`config.mk`:
```
export PLATFORM = sky130hd
export DESIGN_NAME = acc_seq_ctrl
export DESIGN_NICKNAME = d
export VERILOG_FILES = /design/src/rtl/acc_seq_pkg.sv /design/src/rtl/acc_seq_next.sv /design/src/rtl/acc_seq_strobes.sv /design/src/rtl/acc_seq_ctrl.sv
export SDC_FILE = /design/constraint.sdc
export NUM_CORES = 1
export LEC_CHECK = 0
export BUFFER_PORTS_ARGS = -buffer_cell sky130_fd_sc_hd__buf_2
export CAP_MARGIN = 15
export CELL_PAD_IN_SITES_DETAIL_PLACEMENT = 1
export CELL_PAD_IN_SITES_GLOBAL_PLACEMENT = 1
export CORE_MARGIN = 4
export CORE_UTILIZATION = 37
export DETAILED_ROUTE_END_ITERATION = 8
export PLACE_DENSITY = 0.87
export SLEW_MARGIN = 15
export SYNTH_ARGS = -nofsm -noshare
export SYNTH_HDL_FRONTEND = slang
export SYNTH_SLANG_ARGS = --single-unit
export TNS_END_PERCENT = 30
```
`constraint.sdc`:
```
create_clock -name clk -period 4.02 [get_ports clk]
set_input_delay 0.402 -clock clk [delete_from_list [all_inputs] [get_ports clk]]
set_output_delay 0.402 -clock clk [all_outputs]
set_load 0.005 [all_outputs]
```
`src/rtl/acc_seq_pkg.sv`:
```
package acc_seq_pkg;

    localparam int OP_W = 4;

    typedef enum logic [OP_W-1:0] {
        OPC_NOP  = 4'b0000,
        OPC_LDM  = 4'b0001,
        OPC_ADD  = 4'b0010,
        OPC_SUB  = 4'b0011,
        OPC_STM  = 4'b0100,
        OPC_LDI  = 4'b0101,
        OPC_JMP  = 4'b0110,
        OPC_OUT  = 4'b1110,
        OPC_HALT = 4'b1111
    } opc_e;

    typedef enum logic [4:0] {
        ST_INIT,
        ST_FETCH_ADDR,
        ST_FETCH_IR,
        ST_DECODE,
        ST_LDM_ADDR,
        ST_LDM_MEM,
        ST_ADD_ADDR,
        ST_ADD_MEM,
        ST_ADD_ALU,
        ST_SUB_ADDR,
        ST_SUB_MEM,
        ST_SUB_ALU,
        ST_STM_ADDR,
        ST_STM_WR,
        ST_LDI_IMM,
        ST_JMP_LOAD,
        ST_JMP_IDLE,
        ST_OUT_LOAD,
        ST_HALTED
    } seq_st_e;

    typedef struct packed {
        logic a_drv;
        logic a_load;
        logic b_drv;
        logic b_load;
        logic ir_drv;
        logic ir_load;
        logic mar_load;
        logic ram_drv;
        logic ram_wr;
        logic alu_drv;
        logic alu_sub;
        logic pc_drv;
        logic pc_load;
        logic pc_inc;
        logic out_load;
        logic halt;
    } ctl_t;

endpackage

```
`src/rtl/acc_seq_next.sv`:
```
module acc_seq_next
    import acc_seq_pkg::*;
(
    input  seq_st_e          cur_st,
    input  logic [OP_W-1:0]  opcode,
    output seq_st_e          nxt_st
);

    seq_st_e dec_st;

    // Opcode dispatch, used only from the decode cycle
    always_comb begin
        case (opcode)
            OPC_LDM:  dec_st = ST_LDM_ADDR;
            OPC_ADD:  dec_st = ST_ADD_ADDR;
            OPC_SUB:  dec_st = ST_SUB_ADDR;
            OPC_STM:  dec_st = ST_STM_ADDR;
            OPC_LDI:  dec_st = ST_LDI_IMM;
            OPC_JMP:  dec_st = ST_JMP_LOAD;
            OPC_OUT:  dec_st = ST_OUT_LOAD;
            OPC_HALT: dec_st = ST_HALTED;
            default:  dec_st = ST_FETCH_ADDR;
        endcase
    end

    always_comb begin
        case (cur_st)
            ST_INIT:       nxt_st = ST_FETCH_ADDR;
            ST_FETCH_ADDR: nxt_st = ST_FETCH_IR;
            ST_FETCH_IR:   nxt_st = ST_DECODE;
            ST_DECODE:     nxt_st = dec_st;
            ST_LDM_ADDR:   nxt_st = ST_LDM_MEM;
            ST_ADD_ADDR:   nxt_st = ST_ADD_MEM;
            ST_ADD_MEM:    nxt_st = ST_ADD_ALU;
            ST_SUB_ADDR:   nxt_st = ST_SUB_MEM;
            ST_SUB_MEM:    nxt_st = ST_SUB_ALU;
            ST_STM_ADDR:   nxt_st = ST_STM_WR;
            ST_JMP_LOAD:   nxt_st = ST_JMP_IDLE;
            ST_HALTED:     nxt_st = ST_HALTED;
            default:       nxt_st = ST_FETCH_ADDR;
        endcase
    end

endmodule

```
`src/rtl/acc_seq_strobes.sv`:
```
module acc_seq_strobes
    import acc_seq_pkg::*;
(
    input  seq_st_e cur_st,
    output ctl_t    ctl
);

    always_comb begin
        ctl = '0;
        case (cur_st)
            ST_FETCH_ADDR: begin
                ctl.pc_drv   = 1'b1;
                ctl.mar_load = 1'b1;
            end
            ST_FETCH_IR: begin
                ctl.ram_drv = 1'b1;
                ctl.ir_load = 1'b1;
                ctl.pc_inc  = 1'b1;
            end
            ST_LDM_ADDR, ST_ADD_ADDR, ST_SUB_ADDR, ST_STM_ADDR: begin
                ctl.ir_drv   = 1'b1;
                ctl.mar_load = 1'b1;
            end
            ST_LDM_MEM: begin
                ctl.ram_drv = 1'b1;
                ctl.a_load  = 1'b1;
            end
            ST_ADD_MEM, ST_SUB_MEM: begin
                ctl.ram_drv = 1'b1;
                ctl.b_load  = 1'b1;
            end
            ST_ADD_ALU: begin
                ctl.alu_drv = 1'b1;
                ctl.a_load  = 1'b1;
            end
            ST_SUB_ALU: begin
                ctl.alu_drv = 1'b1;
                ctl.alu_sub = 1'b1;
                ctl.a_load  = 1'b1;
            end
            ST_STM_WR: begin
                ctl.a_drv  = 1'b1;
                ctl.ram_wr = 1'b1;
            end
            ST_LDI_IMM: begin
                ctl.ir_drv = 1'b1;
                ctl.a_load = 1'b1;
            end
            ST_JMP_LOAD: begin
                ctl.ir_drv  = 1'b1;
                ctl.pc_load = 1'b1;
            end
            ST_OUT_LOAD: begin
                ctl.a_drv    = 1'b1;
                ctl.out_load = 1'b1;
            end
            ST_HALTED: ctl.halt = 1'b1;
            default: ctl = '0;
        endcase
    end

endmodule

```
`src/rtl/acc_seq_ctrl.sv`:
```
module acc_seq_ctrl
    import acc_seq_pkg::*;
(
    input  logic            clk,
    input  logic            rst,
    input  logic [OP_W-1:0] opcode,
    output logic            a_drv,
    output logic            a_load,
    output logic            b_drv,
    output logic            b_load,
    output logic            ir_drv,
    output logic            ir_load,
    output logic            mar_load,
    output logic            ram_drv,
    output logic            ram_wr,
    output logic            alu_drv,
    output logic            alu_sub,
    output logic            pc_drv,
    output logic            pc_load,
    output logic            pc_inc,
    output logic            out_load,
    output logic            halt
);

    typedef struct packed {
        seq_st_e st;
    } seq_reg_t;

    seq_reg_t seq_d, seq_q;
    seq_st_e  nxt_st;
    ctl_t     ctl;

    acc_seq_next u_next (
        .cur_st (seq_q.st),
        .opcode (opcode),
        .nxt_st (nxt_st)
    );

    acc_seq_strobes u_strobes (
        .cur_st (seq_q.st),
        .ctl    (ctl)
    );

    always_comb begin
        seq_d    = seq_q;
        seq_d.st = nxt_st;
    end

    always_ff @(posedge clk) begin
        if (rst) begin
            seq_q <= '{st: ST_INIT};
        end else begin
            seq_q <= seq_d;
        end
    end

    assign a_drv    = ctl.a_drv;
    assign a_load   = ctl.a_load;
    assign b_drv    = ctl.b_drv;
    assign b_load   = ctl.b_load;
    assign ir_drv   = ctl.ir_drv;
    assign ir_load  = ctl.ir_load;
    assign mar_load = ctl.mar_load;
    assign ram_drv  = ctl.ram_drv;
    assign ram_wr   = ctl.ram_wr;
    assign alu_drv  = ctl.alu_drv;
    assign alu_sub  = ctl.alu_sub;
    assign pc_drv   = ctl.pc_drv;
    assign pc_load  = ctl.pc_load;
    assign pc_inc   = ctl.pc_inc;
    assign out_load = ctl.out_load;
    assign halt     = ctl.halt;

    assert_fetch_order_R2: assert property (@(posedge clk) disable iff (rst)
        (pc_drv && mar_load) |=> (ram_drv && ir_load && pc_inc));

    assert_decode_gap_R3: assert property (@(posedge clk) disable iff (rst)
        ir_load |=> (ctl == '0));

    assert_mem_after_addr_R4: assert property (@(posedge clk) disable iff (rst)
        (ram_drv || ram_wr) |-> $past(mar_load));

    assert_sub_last_R6: assert property (@(posedge clk) disable iff (rst)
        alu_sub |-> (alu_drv && a_load && $past(b_load)));

    assert_jump_idle_R9: assert property (@(posedge clk) disable iff (rst)
        pc_load |=> (ctl == '0));

    assert_halt_hold_R11: assert property (@(posedge clk) disable iff (rst)
        halt |=> (halt && ($countones(ctl) == 1)));

    assert_single_driver_R13: assert property (@(posedge clk) disable iff (rst)
        $onehot0({a_drv, b_drv, ir_drv, ram_drv, alu_drv, pc_drv}));

endmodule

```
# [Yosys cells after proc, flatten, opt, wreduce, memory -nomap -nowiden]
# Memory sizes are Yosys's and may differ from the RTL's.
# Index checks and enable logic that the tools add are counted.
[word_totals] out_inout_bits=16 n_memories=1 ff_bits=5 rom_bits=80 input_bits=6 elab_cells=41
[memory_table] memory="(no name shown)" words=16 width=5 read_ports=1 rd_clocked_by_memory_dff=0 write_ports=0 line_no="acc_seq_next.sv:13" source="case (opcode)"
[classes] eq_ne=17 reduce_logical=7 mux=15
[ops] op="5-bit case mux with 11 select lines" count=1
[ops] op="5-bit by 4-bit equality test with 1-bit output, second input constant" count=8
[ops] op="5-bit by 3-bit equality test with 1-bit output, second input constant" count=4
[ops] op="1-bit 2-to-1 mux" count=14
[ops] op="5-bit by 2-bit equality test with 1-bit output, second input constant" count=2
[ops] op="5-bit equality test, second input constant" count=2
[ops] op="4-bit OR reduction" count=2
[ops] op="2-bit OR reduction" count=3
[ops] op="6-bit OR reduction" count=1
[ops] op="5-bit by 1-bit equality test with 1-bit output, second input constant" count=1
[ops] op="5-bit OR reduction" count=1

# [Depth between registers and ports, before layout]
[depth] ltp_word=3 depth_mapped=6 ltp_nobuf=6

# [By module]
# From an unflattened synthesis, not the netlist that was laid out.
[hier_totals] hier_cells=98 hier_area_um2=718.2
[modules_own_cells] module="acc_seq_next" area_each_um2=310.3 n_inst=1 seq_area_each_um2=0.0 cells_each=44
[modules_own_cells] module="acc_seq_strobes" area_each_um2=276.5 n_inst=1 seq_area_each_um2=0.0 cells_each=44
[modules_own_cells] module="acc_seq_ctrl" area_each_um2=131.4 n_inst=1 seq_area_each_um2=100.1 cells_each=10

# [Least setup slack after synthesis]
# Ideal clock, no wire load.
[synth_path] path_type="register to output" from="reg seq_q[2] in the netlist's numbering" to="out pc_inc" slack_ps=2526 t_arrival_ps=1092 t_required_ps=3618 path_stages_with_launch=5 n_path_buf=2 cell_sequence="dfxtp_1 > buf_6 > or3_4 > nor2_1 > buf_4"
[synth_between] elab_chain_len=2
[synth_lines] item="from (decl)" line_no="acc_seq_ctrl.sv:29" source="seq_reg_t seq_d, seq_q;"
[synth_lines] item="from (signal assigned)" line_no="acc_seq_ctrl.sv:51" source="seq_q <= '{st: ST_INIT};"
[synth_lines] item="from (signal assigned)" line_no="acc_seq_ctrl.sv:53" source="seq_q <= seq_d;"
[synth_lines] item="5-bit by 2-bit equality test with 1-bit output"
[synth_lines] item="1-bit 2-to-1 mux"
[synth_lines] item="to (decl)" line_no="acc_seq_ctrl.sv:20" source="output logic pc_inc,"
# No other way between the ends.

# [Worst setup path after layout]
[layout_path] from="reg seq_q[2] in the netlist's numbering" to="out a_load"
[layout_between] elab_chain_len=3 elab_cells_between_ends=6
[layout_lines] item="5-bit by 3-bit equality test with 1-bit output / 5-bit by 4-bit equality test with 1-bit output (equally long branches)" line_no="acc_seq_strobes.sv:10" source="case (cur_st)"
[layout_lines] item="4-bit OR reduction (no source line) (*)"
[layout_lines] item="1-bit 2-to-1 mux (*)" line_no="acc_seq_strobes.sv:10"
[layout_lines] item="to (decl)" line_no="acc_seq_ctrl.sv:8" source="output logic a_load,"
# Mark *: on every way between the ends. The rest lies on a longest branch, timed or not.

==> out/results.txt <==
Chip Height: 51.17 um
Global route total overflow: 0
Switching Fraction: 0.4343
Final Max Slew Viols: 0
Clk_lat worst skew: 0.24 ns
DRT Pass-1 Iters: 4
# diodes: 0
Setup tns final: 0 ns
VDD IR-drop max: 0.2776 mV
Die Area: 0.002618 mm^2
CP Capture Type: output pin
# Max-Cap Violations: 0
Status: finished, final reports clean
Clock Tree Root: clkbuf_4
Final worst setup slack: 1.860 ns
FF+latch count, synth: 5
Hold Vio Cnt, Final: 0
# nets final: 117
Global Route Usage Sum: 0.1569
Fin crit share: 0.5373
Final instance area: 778.2 um^2
Post-Place Worst Slack: 2.122 ns
Placed inst area: 752.0 um^2
# hold bufs at CTS: 0
Critical-path maximum fanout: 16
Number of distinct library cells after synthesis: 40
Vias: 707
Cells after Synth: 94
Clock group share of total power: 0.202
Worst EP required: 3.62 ns
Num Clock Sinks: 5
Final Critical Period: 2.160 ns
FF-to-FF setup slack: 2.26 ns
Pin count of the biggest net entering global routing: 19
HP Class: input pin to flop
CP Launch Type: flop
Antenna violations before repair: 0
I/O Buffers: 20
RSZ-0062 raised after global routing: no
First DRT Iteration DRCs: 10
Post-route ant nets: 0
Biggest regs: seq_q x5
Routed WL per cell: 13.82 um
H-Tree Depth: 1
Synth Cell Area: 689.4 um^2
Post-CTS setup buffers: 0
Sequential-to-total area share from yosys stat: 0.1452
Final WL: 1.824 mm
Number of remaining DRC errors: 0
CTS tree: built
Total CTS buffers: 3
Die Span X: 51.17 um
First-pass GRT wire length: 3.111 mm
# IOs: 22
Core area: 0.001745 mm^2
Arr. time, crit path: 1.76 ns
Max FFs per register: 5
Least-Margin Pin Slew: 0.5749 ns
Setup violators final: 0
Logic pwr share: 0.495
LEAKAGE: 0.3574 nW
Internal cell power: 0.1630 mW
Share of layout cells above drive strength 1: 0.2617
Post-cts sizing count: 0
Fmax: 463.0 MHz
Fill cells: 250
Row count: 15
Seq pwr share: 0.303
Mean area per synthesized cell: 7.334 um^2
Bufs on Longest Clock Path: 2
Fin util: 0.4459
NetSw: 0.1252 mW
Crit Path Category: flop to output pin
Hold_ws: 0.3937 ns
GPL Wtd Cong: 0.8182
Vias in the first global route: 687
Reg with most FFs: seq_q
Synth warn: 0
Starting Density: 0.3950
Clock transition at the registers of the reported paths: 0.04 ns
Slew HR: 0.6162
Clock skew: 0.002164 ns
Syn_nets: 103
Area delta synth->final: 12.89%
PwrDens: 370.3 mW/mm^2
DPL Wire Length: 1.408 mm
DR vias/cell: 5.356
==> Yosys cell counts (all sizes together) <==
cell type  instances  area [um^2]
o32a               1        10.01
o22ai              1        6.260
o211a              1        10.01
xnor2              1        16.27
a211oi             3        22.52
a21oi              5        25.02
nor4               2        27.53
nor2              13        56.30
buf                8        57.55
inv                2        7.510
or3                1        11.26
o211ai             1        7.510
nor3               4        20.02
o21a               1        7.510
ha                 3        37.54
nor4bb             1        10.01
nand2b             7        43.79
a31oi              1        6.260
nand2              7        26.28
nand3              1        5.000
and3               3        18.77
or3b               1        11.26
o31a               1        8.760
o21bai             1        7.510
nand4              1        6.260
maj3               1        10.01
clkbuf             3        11.26
and3b              2        17.52
conb               1        3.750
a22oi              1        7.510
o21ai              2        10.01
mux2i              2        20.02
nand3b             3        22.52
nor2b              2        12.51
dfxtp              5        100.1
nor3b              1        7.510
==> routing by layer <==
metal	global-route usage	vias to the layer above	part of all wire
li1	-	355	-
met1	0.2018	335	0.47
met2	0.2554	12	0.48
met3	0.02624	5	0.029
met4	0.06726	0	0.019
met5	0	-	0
==> final cells by class <==
cell class / instances / area, um^2 / share of cell area
Tap cell: 25 / 31.28 / 0.04019
Clock buffer: 4 / 26.28 / 0.03376
Sequential cell: 5 / 100.1 / 0.1286
Multi-Input combinational cell: 76 / 513.0 / 0.6592
Timing Repair Buffer: 20 / 100.1 / 0.1286
Inverter: 2 / 7.507 / 0.009646
==> worst max-delay path: stages (launching register included) <==
cell and delay, ns:
dfxtp_1 0.68, nand2b_1 0.32, mux2i_1 0.12, a22oi_1 0.19
nor2_1 0.05, buf_2 0.14
==> power groups by stage <==
stage | Combinational (mW) | Clock [mW] | Sequential [mW]
floorplan | 0.137 | 0 | 0.0647
global placement | 0.142 | 0 | 0.0853
detailed placement | 0.143 | 0 | 0.0878
CTS | 0.145 | 0.0606 | 0.0867
global route | 0.159 | 0.0666 | 0.0900
finish | 0.143 | 0.0582 | 0.0873
==> final timing paths <==
path | end | cells after the start | startpoint
min reg2reg | seq_q[4] | 2 | seq_q[1]
min | seq_q[3] | 2 | rst
max | a_load | 5 | seq_q[2]
max reg2reg | seq_q[4] | 4 | seq_q[4]
==> metrics by stage <==
| stage | instances | power, mW |
|---|---|---|
| after floorplan | 94 | 0.2014 |
| after global placement | 128 | 0.2268 |
| after detailed placement | 128 | 0.2309 |
| after CTS | 132 | 0.2921 |
| after global routing | 132 | 0.3154 |
| final | 132 | 0.2882 |
==> cell usage in the layout, fill, tap and decap left out, types with 2 or more instances in the layout <==
cell	instances
a21oi_1	5
nor2_1	12
nor2b_1	2
o21ai_0	2
a211oi_1	3
inv_1	2
mux2i_1	2
ha_1	3
clkbuf_4	3
dfxtp_1	5
and3b_1	2
buf_2	20
nand3b_1	3
nand2b_1	7
nor3_1	4
and3_1	3
nand2_1	7
==> cells by family after synthesis <==
kind of cell | Yosys count | synth area share
buf+inv | 13 | 0.1107
other cells | 1 | 0.005439
flops | 5 | 0.1452
compound gates | 19 | 0.1870
fa+ha+maj | 4 | 0.06897
simple gates | 49 | 0.4301
xor+xnor | 1 | 0.02360
mux | 2 | 0.02904
Power figures use the tool's default switching activity.
